===== src/rtl/qmf_pkg.sv =====
package qmf_pkg;
  // Keep/discard phase of the half-rate decimator
  typedef enum logic {PH_KEEP = 1'b0, PH_DROP = 1'b1} phase_e;
endpackage


===== src/rtl/qmf_analysis.sv =====
module qmf_analysis
  import qmf_pkg::*;
#(
  parameter int DATA_W = 16,
  parameter int IN_W   = 11,
  parameter int COEF_W = 4,
  parameter int NTAPS  = 2,
  parameter int SB_W   = 16,
  parameter int H0 [NTAPS] = '{1, 1},
  parameter int H1 [NTAPS] = '{1, -1}
) (
  input  logic                     clk,
  input  logic                     rst,
  input  logic                     in_valid,
  input  logic signed [DATA_W-1:0] in_data,
  output logic                     sb_valid,
  output logic signed [SB_W-1:0]   sb_low,
  output logic signed [SB_W-1:0]   sb_high,
  output logic                     step
);
  localparam int HI = 2**(IN_W-1) - 1;
  localparam int LO = -(2**(IN_W-1));

  logic signed [IN_W-1:0] taps [NTAPS];
  logic signed [IN_W-1:0] clamped;
  logic                   pend;
  phase_e                 ph, ph_q;
  logic signed [SB_W-1:0] acc_l, acc_h;

  // Range clamp ahead of the filters (saturate, never wrap)
  always_comb begin
    if (in_data > DATA_W'(HI))      clamped = IN_W'(HI);
    else if (in_data < DATA_W'(LO)) clamped = IN_W'(LO);
    else                            clamped = in_data[IN_W-1:0];
  end

  always_ff @(posedge clk) begin
    if (rst) begin
      for (int k = 0; k < NTAPS; k++) taps[k] <= '0;
      pend <= 1'b0;
      ph   <= PH_KEEP;
      ph_q <= PH_KEEP;
    end else begin
      pend <= in_valid;
      if (in_valid) begin
        for (int k = NTAPS-1; k > 0; k--) taps[k] <= taps[k-1];
        taps[0] <= clamped;
        ph_q    <= ph;
        ph      <= (ph == PH_KEEP) ? PH_DROP : PH_KEEP;
      end
    end
  end

  // Full-rate FIR sums; only the kept phase is registered
  always_comb begin
    logic signed [COEF_W-1:0] c0, c1;
    acc_l = '0;
    acc_h = '0;
    for (int k = 0; k < NTAPS; k++) begin
      c0 = COEF_W'(H0[k]);
      c1 = COEF_W'(H1[k]);
      acc_l = acc_l + SB_W'(taps[k]) * SB_W'(c0);
      acc_h = acc_h + SB_W'(taps[k]) * SB_W'(c1);
    end
  end

  always_ff @(posedge clk) begin
    if (rst) begin
      sb_valid <= 1'b0;
      sb_low   <= '0;
      sb_high  <= '0;
      step     <= 1'b0;
    end else begin
      step     <= pend;
      sb_valid <= pend && (ph_q == PH_KEEP);
      if (pend && (ph_q == PH_KEEP)) begin
        sb_low  <= acc_l;
        sb_high <= acc_h;
      end
    end
  end

  a_r5_no_back_to_back: assert property (@(posedge clk) disable iff (rst)
    sb_valid |=> !sb_valid);
  a_r1_clamp_high: assert property (@(posedge clk) disable iff (rst)
    (in_valid && in_data > DATA_W'(HI)) |=> (taps[0] == IN_W'(HI)));
  a_r1_clamp_low: assert property (@(posedge clk) disable iff (rst)
    (in_valid && in_data < DATA_W'(LO)) |=> (taps[0] == IN_W'(LO)));
endmodule


===== src/rtl/qmf_synth_branch.sv =====
module qmf_synth_branch #(
  parameter int SB_W   = 16,
  parameter int COEF_W = 4,
  parameter int NTAPS  = 2,
  parameter int BR_W   = 21,
  parameter int G [NTAPS] = '{1, 1}
) (
  input  logic                   clk,
  input  logic                   rst,
  input  logic                   step,
  input  logic                   keep,
  input  logic signed [SB_W-1:0] sb_in,
  output logic                   out_step,
  output logic signed [BR_W-1:0] br_sum
);
  logic signed [SB_W-1:0] line [NTAPS];

  // Zero-stuff: subband value on kept phase, zero otherwise
  always_ff @(posedge clk) begin
    if (rst) begin
      for (int k = 0; k < NTAPS; k++) line[k] <= '0;
      out_step <= 1'b0;
    end else begin
      out_step <= step;
      if (step) begin
        for (int k = NTAPS-1; k > 0; k--) line[k] <= line[k-1];
        line[0] <= keep ? sb_in : '0;
      end
    end
  end

  always_comb begin
    logic signed [COEF_W-1:0] cg;
    br_sum = '0;
    for (int k = 0; k < NTAPS; k++) begin
      cg = COEF_W'(G[k]);
      br_sum = br_sum + BR_W'(line[k]) * BR_W'(cg);
    end
  end

  a_r6_zero_stuff: assert property (@(posedge clk) disable iff (rst)
    (step && !keep) |=> (line[0] == '0));
endmodule


===== src/rtl/qmf_bank.sv =====
module qmf_bank #(
  parameter int DATA_W    = 16,
  parameter int IN_W      = 11,
  parameter int COEF_W    = 4,
  parameter int NTAPS     = 2,
  parameter int OUT_SHIFT = 1,
  parameter int H0 [NTAPS] = '{1, 1},
  parameter int H1 [NTAPS] = '{1, -1},
  parameter int G0 [NTAPS] = '{1, 1},
  parameter int G1 [NTAPS] = '{-1, 1},
  localparam int SB_W  = IN_W + COEF_W + $clog2(NTAPS),
  localparam int BR_W  = SB_W + COEF_W + $clog2(NTAPS),
  localparam int ACC_W = BR_W + 1
) (
  input  logic                     clk,
  input  logic                     rst,
  input  logic                     in_valid,
  input  logic signed [DATA_W-1:0] in_data,
  output logic                     out_valid,
  output logic signed [DATA_W-1:0] out_data,
  output logic                     sb_valid,
  output logic signed [SB_W-1:0]   sb_low,
  output logic signed [SB_W-1:0]   sb_high
);
  localparam longint OMAX = (64'sd1 <<< (DATA_W-1)) - 1;
  localparam longint OMIN = -(64'sd1 <<< (DATA_W-1));
  localparam longint RND  = (OUT_SHIFT > 0) ? (64'sd1 <<< (OUT_SHIFT-1)) : 0;
  localparam int     LAT_SAMPLES = NTAPS - 1;

  logic                    step, st0, st1;
  logic signed [BR_W-1:0]  br0, br1;
  logic signed [ACC_W-1:0] tot, rnd;
  logic signed [DATA_W-1:0] sat;

  qmf_analysis #(
    .DATA_W(DATA_W), .IN_W(IN_W), .COEF_W(COEF_W), .NTAPS(NTAPS),
    .SB_W(SB_W), .H0(H0), .H1(H1)
  ) u_ana (
    .clk(clk), .rst(rst), .in_valid(in_valid), .in_data(in_data),
    .sb_valid(sb_valid), .sb_low(sb_low), .sb_high(sb_high), .step(step)
  );

  qmf_synth_branch #(
    .SB_W(SB_W), .COEF_W(COEF_W), .NTAPS(NTAPS), .BR_W(BR_W), .G(G0)
  ) u_syn_lo (
    .clk(clk), .rst(rst), .step(step), .keep(sb_valid), .sb_in(sb_low),
    .out_step(st0), .br_sum(br0)
  );

  qmf_synth_branch #(
    .SB_W(SB_W), .COEF_W(COEF_W), .NTAPS(NTAPS), .BR_W(BR_W), .G(G1)
  ) u_syn_hi (
    .clk(clk), .rst(rst), .step(step), .keep(sb_valid), .sb_in(sb_high),
    .out_step(st1), .br_sum(br1)
  );

  // Branch sum, round to nearest, saturate
  always_comb begin
    tot = ACC_W'(br0) + ACC_W'(br1);
    rnd = (tot + ACC_W'(RND)) >>> OUT_SHIFT;
    if (rnd > ACC_W'(OMAX))      sat = DATA_W'(OMAX);
    else if (rnd < ACC_W'(OMIN)) sat = DATA_W'(OMIN);
    else                         sat = rnd[DATA_W-1:0];
  end

  always_ff @(posedge clk) begin
    if (rst) begin
      out_valid <= 1'b0;
      out_data  <= '0;
    end else begin
      out_valid <= st0;
      if (st0) out_data <= sat;
    end
  end

  a_r7_latency: assert property (@(posedge clk) disable iff (rst)
    in_valid |-> ##4 out_valid);
  a_r7_no_spurious: assert property (@(posedge clk) disable iff (rst)
    out_valid |-> $past(in_valid, 4));
  a_r6_branches_in_step: assert property (@(posedge clk) disable iff (rst)
    st0 == st1);
endmodule


===== config.mk =====
export PLATFORM = sky130hd
export DESIGN_NAME = qmf_bank
export DESIGN_NICKNAME = d
export VERILOG_FILES = /design/src/rtl/qmf_pkg.sv /design/src/rtl/qmf_analysis.sv /design/src/rtl/qmf_synth_branch.sv /design/src/rtl/qmf_bank.sv
export SDC_FILE = /design/constraint.sdc
export NUM_CORES = 1
export LEC_CHECK = 0
export ABC_CLOCK_PERIOD_IN_PS = 10100
export BUFFER_PORTS_ARGS = -buffer_cell sky130_fd_sc_hd__buf_2
export CELL_PAD_IN_SITES_DETAIL_PLACEMENT = 1
export CELL_PAD_IN_SITES_GLOBAL_PLACEMENT = 1
export CORE_MARGIN = 4
export CORE_UTILIZATION = 50
export DETAILED_ROUTE_END_ITERATION = 10
export PLACE_DENSITY_LB_ADDON = 0.1
export SYNTH_ARGS = -nofsm -noshare
export SYNTH_HDL_FRONTEND = slang
export SYNTH_SLANG_ARGS = --single-unit

===== constraint.sdc =====
create_clock -name clk -period 10.1 [get_ports clk]
set_input_delay 1.515 -clock clk [delete_from_list [all_inputs] [get_ports clk]]
set_output_delay 1.515 -clock clk [all_outputs]
set_load 0.01 [all_outputs]

* Yosys cells after proc, flatten, opt, wreduce, memory -nomap -nowiden
Memory sizes are Yosys's and may differ from the RTL's. Cells that the tools add are included. W data, S select, Z words.
Operators by class: add/sub/neg operators 8, order comparisons 4, muxes and demuxes 21, bitwise gates (word level) 7, reduce and logical (&&, ||, !) cells 1
Operators by type and width (count):
- $mux W16 | 8
- $mux W11 | 4
- $add A17 B21 Y22 | 1
- $add A22 B2 Y22 const B | 1
- $add A21 B16 Y21 | 1
- $gt A21 B16 Y1 const B | 1
- $lt A21 B16 Y1 const B | 1
- $neg A16 Y21 | 1
- $add A16 B16 Y17 | 1
- $add A11 B16 Y16 | 1
- $gt A16 B11 Y1 const B | 1
- $lt A16 B11 Y1 const B | 1
- $neg A11 Y16 | 1
- $add A11 B11 Y12 | 1
- $mux W1 | 9
- $or A1 B1 Y1 | 6
- $logic_and A1 B1 Y1 | 1
- $not A1 Y1 | 1
Storage, ports and cells: bits in registers 55, bits in writable memories 86, output and inout bits 50, logic and storage cells 54, memories 3
Memory list:
- u_syn_hi.line | words 2, bits a word 16, read ports 2, clocked after Yosys merged registers in 0, wr ports 2, line qmf_synth_branch.sv:16 | logic signed [SB_W-1:0] line [NTAPS];
- u_syn_lo.line | words 2, bits a word 16, read ports 2, clocked after Yosys merged registers in 0, wr ports 2, line qmf_synth_branch.sv:16
- u_ana.taps | words 2, bits a word 11, read ports 2, clocked after Yosys merged registers in 0, wr ports 2, line qmf_analysis.sv:24 | logic signed [IN_W-1:0] taps [NTAPS];

* Logic depth before layout (Yosys ltp)
word-level depth 7, mapped depth 16

* Hierarchy
A second synthesis with hierarchy kept.
Second synthesis, totals: cells, all modules 924, area total of the unflattened synthesis 9021.2 um^2
Modules (own cells, without submodules):
- qmf_analysis | times used 1, cells an instance 328, area each 2991.6 um^2, seq. area each 1301.2 um^2
- qmf_synth_branch at u_syn_lo | times used 1, cells an instance 188, area each 2120.8 um^2, seq. area each 980.9 um^2
- qmf_synth_branch at u_syn_hi | times used 1, cells an instance 183, area each 2034.5 um^2, seq. area each 980.9 um^2
- qmf_bank | times used 1, cells an instance 225, area each 1874.3 um^2, seq. area each 340.3 um^2

* Worst setup path after synthesis
No wires, ideal clock.
path type reg-to-reg, start memory u_syn_hi.line[0][0], end register out_data[4], setup time 60 ps, arrival time 3727 ps, setup slack 6313 ps, cell stages (with the launch flop) 17, period minus slack after synthesis 3787 ps, path through edfxtp_1 -> inv_1 -> ha_1 -> ha_1 -> inv_1 -> fa_1 -> nand2b_1 -> fa_1 -> and2b_1 -> o21bai_4 -> a2111oi_2 -> o311a_1 -> o21a_2 -> o211ai_1 -> a31oi_4 -> buf_6 -> o221a_1
RTL lines:
- start: declaration | line qmf_synth_branch.sv:16
- end signal: assignment | line qmf_bank.sv:72 | if (st0) out_data <= sat;
- end: declaration | line qmf_bank.sv:20 | output logic signed [DATA_W-1:0] out_data,

==> metrics.txt <==
post-synthesis instance total=706; FF+latch count, synth=126; family with the most delay on the worst path=compound AO/OA/AOI/OAI gates; clk buf depth=2; final hold vios=0; synthesis-to-layout area growth=13.7%; drt via density=5.31; commonest non-fill, non-tap cell in the layout=inv_1; vias in the first global route=5582; Leak Pwr=3.84 nW; RSZ-0062 raised after global routing=no; top cells by area, synth=edfxtp_1 (31%), dfxtp_1 (14%), fa_1 (9.2%), ha_1 (7.3%), inv_1 (5.9%); Syn Nets=802; first-pass GRT wire length=26900 um; DRT Pass-1 Iters=4; worst path required time=10450 ps; dpl ws=5900 ps; post-synthesis sequential area ratio=between 40% and 50%; gr usage total=20.4%; Post-DP HPWL=11600 um; Buf+Inv Stages, Crit Path=2; detailed-route via count=5113; initial core utilization=51.0%; Die Height=129 um; Slew Limit Fails=0; commonest non-fill, non-tap cells in the layout=inv_1 (116), edfxtp_1 (76), buf_2 (68); CP max stage cell=a2111oi_2; setup bufs post-CTS=0; design area=0.00839 mm2; setup slack after layout=5870 ps; Crit path arrival time=4590 ps; GPL Wtd Cong=approximately 0.86; total CTS buffers=17; Avg Inst Size Synth=10.5 um2; Fmax achieved=around 240 MHz; Netlist cell types=60; ys async rst share=0%; largest net degree at the start of global routing=between 50 and 60; Sum Neg Setup Slack=0 ps; ant diodes=0; TritonCTS clock tree=done; htree depth=4; number of nets in the layout=~860; width of the die=129 um; Critical Path Source Type=flip-flop; Synth warnings=0; initial antenna violation count=0; drt total wl=between 15000 and 20000 um; hold_buf cts=0; Die ar.=0.0168 mm2; worst rel slew slack=38.6%; nature of the critical path endpoint=flip-flop; total clock sinks=approximately 130; maximum VDD drop=0.101 mV; Congestion Overflow GR=0; post-CTS sizing=0; Clock Root Buffer=clkbuf_16; Final ANT Viol Nets=0; worst slew pin tran=921 ps; fin crit period=between 4000 and 5000 ps; Final setup viols=0; row cnt=44; share of post-route cells with drive strength above 1=15.3%; Util after Layout=57.9%; Post-Syn Area=0.00738 mm2; Core Region=0.0145 mm2; drt drc=0; DR WL/cell=16.3 um; EDFF count, synth=76; PD cells=190 mW/mm2; status=finished, final reports clean; placed cell area=between 0.007 and 0.008 mm2; share of the synthesized area in the top cell type=30.9%; Setup CP Type=reg -> reg; Max Cap Viol=0; Detailed Route Iter0 Violations=184; fin crit share=a little over two fifths; Worst-path clk slew=approximately 60 ps; skew final=4.97 ps; crit-path max FO=14; ys flop type=edfxtp_1; dominant cell type by area after synthesis=edfxtp_1; IO buf count=68; HP Class=reg -> reg; worst skew pair latency=410 ps; critical path cell sequence=inv_1 > ha_1 > ha_1 > inv_1 > fa_1 > nand2b_1 > fa_1 > and2b_1 > o21bai_4 > a2111oi_2 > o311a_1 > o21a_2 > o211ai_1 > a31oi_4 > o221a_1; # IOs=69; Crit path largest cell delay=450 ps
-- stage by stage --
| stage | instances | power (mW) | hold slack, ps |
|---|---|---|---|
| after global routing | 962 | 1.70 | 488 |
| final | 962 | 1.60 | 462 |
| after CTS | 962 | 1.61 | 466 |
| after global placement | 930 | 0.989 | 464 |
| after floorplan | 706 | 0.905 | 453 |
| after detailed placement | 930 | 1.01 | 460 |
-- worst reg2reg max path, delay by kind of cell, from the launching register on --
family,cells,cell delay (ps)
AOI/OAI and AO/OA,7,1760
adders and majority gates,4,1430
and+or+nand+nor,2,450
DFF,1,410
buffers and inverters,2,120
-- power by group --
group          internal, mW  switching (mW)
clock network         0.381           0.219
registers             0.577          0.0231
logic                 0.159           0.237
total                  1.12           0.479
-- synth_stat cells (all sizes together), types with 6 or more instances --
library cell	instances
o21bai	7
nor2b	10
buf	8
o21ai	17
fa	34
dfxtp	50
a211oi	15
nand2b	8
xnor2	15
nand3	12
ha	43
inv	116
xor2	6
a31oi	6
o221a	14
nor2	53
nor3	11
nand2	18
clkbuf	23
and2	41
a21oi	37
and3	34
edfxtp	76
-- layout make-up --
type,count,area (um2)
flip-flops and latches,126,3280
multi-input cells,433,3500
inverters,116,435
repair buffers,71,363
well taps,184,230
clock buffers,17,425
fillers,1586,6090
clock inverters,15,153
-- logic make-up (layout without fill, tap and decap cells) --
family / count (synthesis) / in the layout / share of synthesized area [%]
AND/OR/NAND/NOR: 205 / 205 / 15.0
buffers and inverters: 147 / 219 / 8.17
AO/OA/AOI/OAI: 129 / 129 / 13.2
flip-flops: 126 / 126 / 44.5
adder cells (fa/ha/maj): 77 / 77 / 16.5
XOR/XNOR: 21 / 21 / 2.49
multiplexers: 1 / 1 / 0.136
-- flip-flops by register name, summed over array words and instances, names as in the netlist --
name               count
u_ana.ph               1
u_ana.ph_q             1
u_syn_hi.line         32
u_ana.step             1
u_ana.taps            22
u_ana.pend             1
u_ana.sb_high         15
u_ana.sb_low          12
u_syn_lo.out_step      1
u_syn_lo.line         22
out_data              16
u_ana.sb_valid         1
out_valid              1
-- routing by layer --
metal,track usage (%),share of wire (%),vias up
met3,4.20,3.1,33
met2,35.8,52,102
met4,8.62,2.4,0
met1,24.3,43,2453
li1,-,-,2525
met5,0,0,-
-- path summary, 6_finish.rpt --
kind | cells after the start | slack, ps | from | end
max reg2reg | 15 | 5870 | u_syn_hi.line[0][0]$_SDFFCE_PN0P_ | out_data[14]$_SDFFE_PP0P_
min reg2reg | 2 | 460 | u_ana.sb_high[2]$_SDFFE_PP0P_ | u_ana.sb_high[2]$_SDFFE_PP0P_
max | 15 | 5870 | u_syn_hi.line[0][0]$_SDFFCE_PN0P_ | out_data[14]$_SDFFE_PP0P_
min | 2 | 460 | u_ana.sb_high[2]$_SDFFE_PP0P_ | u_ana.sb_high[2]$_SDFFE_PP0P_
Power figures use the tool's default switching activity.
